File: config.mk
export PLATFORM = sky130hd
export DESIGN_NAME = mc16_core
export DESIGN_NICKNAME = d
export VERILOG_FILES = /design/src/rtl/mc16_pkg.sv /design/src/rtl/mc16_regfile.sv /design/src/rtl/mc16_alu.sv /design/src/rtl/mc16_flags.sv /design/src/rtl/mc16_core.sv
export SDC_FILE = /design/constraint.sdc
export NUM_CORES = 1
export LEC_CHECK = 0
export BUFFER_PORTS_ARGS = -buffer_cell sky130_fd_sc_hd__buf_2
export CORE_ASPECT_RATIO = 1.1
export CORE_UTILIZATION = 50
export CTS_BUF_LIST = sky130_fd_sc_hd__clkbuf_8 sky130_fd_sc_hd__clkbuf_16
export CTS_CLUSTER_DIAMETER = 100
export DETAILED_ROUTE_END_ITERATION = 10
export GPL_TIMING_DRIVEN = 1
export PLACE_DENSITY = 0.72
export REMOVE_ABC_BUFFERS = 1
export SYNTH_ARGS = -nofsm -noshare
export SYNTH_HDL_FRONTEND = slang
export SYNTH_SLANG_ARGS = --single-unit
File: constraint.sdc
create_clock -name clk -period 5.8 [get_ports clk]
set_input_delay 0.29 -clock clk [delete_from_list [all_inputs] [get_ports clk]]
set_output_delay 0.29 -clock clk [all_outputs]
set_load 0.05 [all_outputs]
File: src/rtl/mc16_pkg.sv
package mc16_pkg;
   localparam int WORD_W   = 16;
   localparam int RIDX_W   = 3;
   localparam int NUM_REGS = 1 << RIDX_W;

   typedef logic [WORD_W-1:0] word_t;
   typedef logic [RIDX_W-1:0] ridx_t;

   typedef enum logic [3:0] {
      OP_BR   = 4'b0000, OP_ADD = 4'b0001, OP_LD  = 4'b0010, OP_ST   = 4'b0011,
      OP_X4   = 4'b0100, OP_AND = 4'b0101, OP_LDR = 4'b0110, OP_STR  = 4'b0111,
      OP_X8   = 4'b1000, OP_NOT = 4'b1001, OP_LDI = 4'b1010, OP_STI  = 4'b1011,
      OP_JMP  = 4'b1100, OP_RSV = 4'b1101, OP_LEA = 4'b1110, OP_TRAP = 4'b1111
   } op_e;

   typedef enum logic [2:0] {
      PH_FETCH, PH_DECODE, PH_EXEC, PH_IND, PH_LOAD, PH_KEYIN, PH_STOP
   } phase_e;

   localparam logic [7:0] SVC_PUTC = 8'h21;
   localparam logic [7:0] SVC_GETC = 8'h23;
   localparam logic [7:0] SVC_STOP = 8'h25;

   // Sign-extend the low 'bits' bits of raw to a full word.
   function automatic word_t sext(input word_t raw, input int bits);
      return word_t'($signed(raw << (WORD_W - bits)) >>> (WORD_W - bits));
   endfunction
endpackage

File: src/rtl/mc16_regfile.sv
module mc16_regfile
   import mc16_pkg::*;
#(
   parameter bit CLEAR_ON_RESET = 1'b1
)(
   input  logic  clk,
   input  logic  rst_n,
   input  logic  wr_en,
   input  ridx_t wr_idx,
   input  word_t wr_val,
   input  ridx_t rd_a_idx,
   output word_t rd_a_val,
   input  ridx_t rd_b_idx,
   output word_t rd_b_val
);
   word_t bank [NUM_REGS];

   for (genvar g = 0; g < NUM_REGS; g++) begin : g_reg
      word_t q;
      if (CLEAR_ON_RESET) begin : g_clr
         always_ff @(posedge clk or negedge rst_n) begin
            if (!rst_n)                                q <= '0;
            else if (wr_en && wr_idx == RIDX_W'(g))    q <= wr_val;
         end
      end else begin : g_keep
         always_ff @(posedge clk) begin
            if (wr_en && wr_idx == RIDX_W'(g))         q <= wr_val;
         end
      end
      assign bank[g] = q;
   end

   assign rd_a_val = bank[rd_a_idx];
   assign rd_b_val = bank[rd_b_idx];
endmodule

File: src/rtl/mc16_alu.sv
module mc16_alu
   import mc16_pkg::*;
(
   input  op_e         opc,
   input  logic [5:0]  lo_bits,
   input  word_t       opnd_a,
   input  word_t       opnd_b,
   output word_t       result
);
   word_t second;

   assign second = lo_bits[5] ? sext(word_t'(lo_bits[4:0]), 5) : opnd_b;

   always_comb begin
      unique case (opc)
         OP_ADD:  result = opnd_a + second;
         OP_AND:  result = opnd_a & second;
         OP_NOT:  result = ~opnd_a;
         default: result = opnd_a;
      endcase
   end
endmodule

File: src/rtl/mc16_flags.sv
module mc16_flags
   import mc16_pkg::*;
(
   input  logic       clk,
   input  logic       rst_n,
   input  logic       load,
   input  word_t      value,
   output logic [2:0] nzp
);
   always_ff @(posedge clk or negedge rst_n) begin
      if (!rst_n)     nzp <= 3'b010;
      else if (load)  nzp <= value[WORD_W-1] ? 3'b100 : (value == '0) ? 3'b010 : 3'b001;
   end

   // exactly one flag is set at any time
   a_r4_single_flag: assert property (@(posedge clk) disable iff (!rst_n)
      $countones(nzp) == 1);
endmodule

File: src/rtl/mc16_core.sv
module mc16_core
   import mc16_pkg::*;
#(
   parameter logic [15:0] RESET_PC   = 16'h3000,
   parameter int          CHAR_W     = 8,
   parameter bit          CLEAR_REGS = 1'b1
)(
   input  logic              clk,
   input  logic              rst_n,
   output logic [15:0]       mem_addr,
   output logic              mem_re,
   output logic              mem_we,
   output logic [15:0]       mem_wdata,
   input  logic [15:0]       mem_rdata,
   output logic [CHAR_W-1:0] tx_data,
   output logic              tx_valid,
   input  logic [CHAR_W-1:0] rx_data,
   input  logic              rx_valid,
   output logic              rx_ready,
   output logic              halted,
   output logic              fault
);
   if (CHAR_W < 1 || CHAR_W > WORD_W) begin : g_bad_char_w
      $error("mc16_core: CHAR_W must lie between 1 and the word width");
   end

   phase_e     ph, ph_n;
   word_t      pc, pc_n, ir;
   logic       fault_q, fault_set;
   op_e        opc;
   word_t      ra, rb, alu_y, pc_rel, base_rel;
   ridx_t      rb_idx;
   logic       rf_we, cc_ld;
   ridx_t      rf_wa;
   word_t      rf_wd;
   logic [2:0] cc;

   assign opc      = op_e'(ir[15:12]);
   assign pc_rel   = pc + sext(ir, 9);
   assign base_rel = ra + sext(ir, 6);
   assign rb_idx   = (opc == OP_ADD || opc == OP_AND) ? ir[2:0] : ir[11:9];

   mc16_regfile #(.CLEAR_ON_RESET(CLEAR_REGS)) u_rf (
      .clk(clk), .rst_n(rst_n), .wr_en(rf_we), .wr_idx(rf_wa), .wr_val(rf_wd),
      .rd_a_idx(ir[8:6]), .rd_a_val(ra), .rd_b_idx(rb_idx), .rd_b_val(rb));

   mc16_alu u_alu (.opc(opc), .lo_bits(ir[5:0]), .opnd_a(ra), .opnd_b(rb), .result(alu_y));

   mc16_flags u_cc (.clk(clk), .rst_n(rst_n), .load(cc_ld), .value(rf_wd), .nzp(cc));

   always_comb begin
      ph_n      = ph;
      pc_n      = pc;
      mem_addr  = pc;
      mem_re    = 1'b0;
      mem_we    = 1'b0;
      mem_wdata = rb;
      rf_we     = 1'b0;
      rf_wa     = ir[11:9];
      rf_wd     = alu_y;
      cc_ld     = 1'b0;
      tx_valid  = 1'b0;
      rx_ready  = 1'b0;
      fault_set = 1'b0;
      unique case (ph)
         PH_FETCH: begin
            mem_re = 1'b1;
            pc_n   = pc + 16'd1;
            ph_n   = PH_DECODE;
         end
         PH_DECODE: ph_n = PH_EXEC;
         PH_EXEC: begin
            ph_n = PH_FETCH;
            unique case (opc)
               OP_ADD, OP_AND, OP_NOT: begin rf_we = 1'b1; cc_ld = 1'b1; end
               OP_LEA: begin rf_we = 1'b1; rf_wd = pc_rel; cc_ld = 1'b1; end
               OP_BR:  if (|(ir[11:9] & cc)) pc_n = pc_rel;
               OP_JMP: pc_n = ra;
               OP_LD:  begin mem_addr = pc_rel;   mem_re = 1'b1; ph_n = PH_LOAD; end
               OP_LDR: begin mem_addr = base_rel; mem_re = 1'b1; ph_n = PH_LOAD; end
               OP_LDI, OP_STI: begin mem_addr = pc_rel; mem_re = 1'b1; ph_n = PH_IND; end
               OP_ST:  begin mem_addr = pc_rel;   mem_we = 1'b1; end
               OP_STR: begin mem_addr = base_rel; mem_we = 1'b1; end
               OP_TRAP: begin
                  if (ir[7:0] == SVC_PUTC)      tx_valid = 1'b1;
                  else if (ir[7:0] == SVC_GETC) ph_n = PH_KEYIN;
                  else if (ir[7:0] == SVC_STOP) ph_n = PH_STOP;
                  else begin fault_set = 1'b1; ph_n = PH_STOP; end
               end
               default: begin fault_set = 1'b1; ph_n = PH_STOP; end
            endcase
         end
         PH_IND: begin
            mem_addr = mem_rdata;
            if (opc == OP_LDI) begin mem_re = 1'b1; ph_n = PH_LOAD; end
            else begin mem_we = 1'b1; ph_n = PH_FETCH; end
         end
         PH_LOAD: begin
            rf_we = 1'b1;
            rf_wd = mem_rdata;
            cc_ld = 1'b1;
            ph_n  = PH_FETCH;
         end
         PH_KEYIN: begin
            rx_ready = 1'b1;
            rf_wa    = '0;
            rf_wd    = word_t'(rx_data);
            if (rx_valid) begin rf_we = 1'b1; ph_n = PH_FETCH; end
         end
         PH_STOP: ph_n = PH_STOP;
         default: ph_n = PH_FETCH;
      endcase
   end

   always_ff @(posedge clk or negedge rst_n) begin
      if (!rst_n) begin
         ph      <= PH_FETCH;
         pc      <= RESET_PC;
         ir      <= '0;
         fault_q <= 1'b0;
      end else begin
         ph <= ph_n;
         pc <= pc_n;
         if (ph == PH_DECODE) ir <= mem_rdata;
         if (fault_set)       fault_q <= 1'b1;
      end
   end

   assign tx_data = rb[CHAR_W-1:0];
   assign halted  = (ph == PH_STOP);
   assign fault   = fault_q;

   // a single access per cycle on the shared port
   a_r14_one_access: assert property (@(posedge clk) disable iff (!rst_n)
      !(mem_re && mem_we));
   // a stopped core is silent and stays stopped
   a_r12_stop_quiet: assert property (@(posedge clk) disable iff (!rst_n)
      halted |-> (!mem_re && !mem_we && !tx_valid));
   a_r12_stop_sticky: assert property (@(posedge clk) disable iff (!rst_n)
      halted |=> halted);
   // a fault always comes with a halt
   a_r13_fault_stops: assert property (@(posedge clk) disable iff (!rst_n)
      fault |-> halted);
   // the output strobe lasts one cycle
   a_r10_strobe_single: assert property (@(posedge clk) disable iff (!rst_n)
      tx_valid |=> !tx_valid);
   // no memory traffic while waiting for a character
   a_r11_wait_quiet: assert property (@(posedge clk) disable iff (!rst_n)
      rx_ready |-> (!mem_re && !mem_we));
   // non-updating instructions keep the flags
   a_r4_flags_kept: assert property (@(posedge clk) disable iff (!rst_n)
      (ph == PH_EXEC && opc inside {OP_ST, OP_STR, OP_BR, OP_JMP, OP_TRAP}) |=> $stable(cc));
endmodule

==> impl_metrics.toml <==
[synth]
ys.flop_type = "dfrtp_1"
synth_compound_area_share_pct = 20.1
syn-cell-area_um2 = 13300
synthSimpleGateAreaFrac_pct = 14.8
synth_fa_ha_area_share_pct = 4.87
ys_types = 89
ys_seq_elements = 167
synth_mux_area_share_pct = 21.5
yosys.area_share.xor_xnor_pct = 2.37
synth_cells = 1433
synth_top_family_by_area = "multiplexers"
synth_edf_count = 0
yosysSeqAreaShare_pct = 31.4
ys_warn_count = 0
syn_area_per_cell_um2 = 9.29
synthArstFlopShare_pct = 100

[routing]
wl_per_cell_um = 24.2
drt_pass1_iterations = 6
ant_nets = 0
vias = 12300
drc = 0
finalWirelength_mm = 44.5
drt_iter0_drc = 1603
vias_per_cell = 6.66

[hold_path]
hold_depth = 2
min_path_type = "in2reg"
hp-start = "mem_rdata[4]"
hold_end = "ir[4]"

[global_route]
grt_pass1_wl_mm = 69.0
grtUsageTotal_pct = 33.4
antenna_found_initial = 0
grt_start_max_net_pins = 72
grt.overflow.total = 0
grt_pass1_vias = 11900

[timing]
period_minus_slack_ps = 5520
grt_setup_unrepaired = "no"
fin_worst_hold_slack_ps = 114
worst_slew_pin_slew_ps = 1050
hold_violations = 0
timing.fmax_mhz = 181
final_max_slew_viol_count = 0
timing.slew.headroom_pct = 29.0
fin_setup_tns_ps = 0
fin_skew_ps = 15.6
finalSetupViolations = 0
fin_ws_ps = 285
min_period_over_period_pct = 95.1

[place]
post-place-ws_ps = 219
routabilityCongestion = 0.985
hpwl_mm = 32.1
placedCellCount = 1807
io_buffers = 72

[finish]
fillers = 2329
num-nets-final = 1554
area_growth_pct = 9.93
antenna_cells = 0
drive_above_1_share_pct = 23.4
instances_no_fill = 1842
layout.cells.most_common = "nand2_1"
final_cell_mix = "nand2_1 (209), dfrtp_1 (163), o21ai_0 (124), a21oi_1 (115), nor2_1 (108)"

[clocking]
clk_pin_slew_ps = 80
cts_buffer_depth = 2
cts_tree = "done"
root_buffer = "clkbuf_16"
numCtsBuffers = 17
clkLatencyLatePin_ps = 450
cts_sinks = 167
h-tree-depth = 4

[worst_setup_path]
regToRegStartpoint = "ir[12]"
crit_fanout = 9
rrSetupSlack_ps = 280
end_kind = "flop"
r2r_cells = 19
worstPathArrival_ps = 5830
start_kind = "flop"
setup.worst_path.class = "reg2reg"
timing.rr.end = "u_cc.nzp[0]"
worstPathRequired_ps = 6110

[die]
die_h_um = 173
die_area_um2 = 27300
ios = 73
die_w_um = 158
coreArea_um2 = 26100
placementRows = 62
initial_core_util_pct = 50.9

[outcome]
status = "finished clean"

[job]
drv_cap = 0
[cell type report]
type	count	area, um2	area share (%)
clock buffers	17	425	2.91
flip-flops and latches	167	4180	28.6
clock inverters	15	178	1.21
inverters	34	128	0.872
repair buffers	122	748	5.11
multi-input cells	1135	8530	58.3
well taps	352	440	3.01
[critical path: stages, from the launching register on]
cell,delay [ps]
dfrtp_1,370
or2b_2,360
nor2_1,150
nor2_1,90
a21oi_4,280
mux4_2,540
mux2_2,310
mux2_2,270
ha_1,270
fa_1,480
a211oi_1,450
nor2_1,160
xor2_1,170
a211oi_1,270
o22ai_1,120
a21oi_1,240
buf_4,210
nand4b_1,210
nor4_2,320
a21oi_1,110
[kinds of logic (layout without fill, tap and decap cells)]
| logic type | after synthesis | count (layout) |
|---|---|---|
| DFF | 167 | 167 |
| muxes | 197 | 197 |
| adders and majority gates | 50 | 50 |
| buffers and inverters | 131 | 188 |
| xor gates and xnor gates | 36 | 36 |
| and+or+nand+nor | 436 | 436 |
| AOI/OAI and AO/OA | 416 | 416 |
[cells in the mapped netlist, types with 5 or more instances]
master	instances	area share, %
a211oi_1	22	1.2
a21o_1	13	0.73
a21oi_1	116	4.4
a221o_1	5	0.38
a221oi_1	7	0.46
a22o_1	5	0.33
a22oi_1	13	0.73
a31oi_1	5	0.23
and2_1	6	0.28
and3_1	11	0.52
buf_2	11	0.41
buf_4	14	0.79
buf_6	9	0.76
clkbuf_1	57	1.6
dfrtp_1	164	31
ha_1	47	4.4
inv_1	34	0.96
mux2_2	107	9.0
mux2i_1	31	2.3
mux4_1	8	1.6
mux4_2	48	8.1
nand2_1	209	5.9
nand2b_1	7	0.33
nand3_1	17	0.64
nand3b_1	6	0.34
nand4_1	6	0.28
nor2_1	108	3.0
nor2b_1	15	0.70
nor3_1	20	0.75
o211ai_1	13	0.73
o21a_1	10	0.56
o21ai_0	124	4.7
o21bai_1	8	0.45
o221ai_1	5	0.33
o22ai_1	17	0.80
xnor2_1	22	1.4
xor2_1	14	0.92
[registers in the layout, indices dropped and copies added, names as in the netlist]
name      count
ph            3
ir           16
pc           16
u_rf.g.q    128
fault         1
u_cc.nzp      3
[repair_timing]
action	in CTS	in global routing
gates resized for setup	0	2
hold buffers	1	0
buffers inserted	0	2
endpoints found under the hold margin	39	0
setup endpoints to repair	0	2
[per-layer routing]
metal  track usage, %  up-vias  routed length (um)
met2             51.8      703               20500
met5                0        -                   0
li1                 -     5409                   -
met1             43.6     5977               17700
met3             6.82      180                3950
met4             18.6        0                2370
[worst max-delay path by stage]
stage          depth (start not counted)    from           to
2_1_floorplan                         18  ir[13]  u_cc.nzp[1]
3_5_place_dp                          20  ir[12]  u_cc.nzp[0]
6_report                              19  ir[12]  u_cc.nzp[0]
4_1_cts                               20  ir[12]  u_cc.nzp[0]
3_3_place_gp                          20  ir[13]  u_cc.nzp[0]
5_1_grt                               19  ir[12]  u_cc.nzp[0]
[stage by stage]
step / cell area, um2 / utilization [%]
global route: 14600 / 56.0
finish: 14600 / 56.0
CTS: 14600 / 55.9
floorplan: 12800 / -
global placement: 14000 / 53.5
detailed placement: 14000 / 53.5
Power is not shown: default switching activity piles up to over one toggle a cycle in this logic, so the estimate is an artifact.
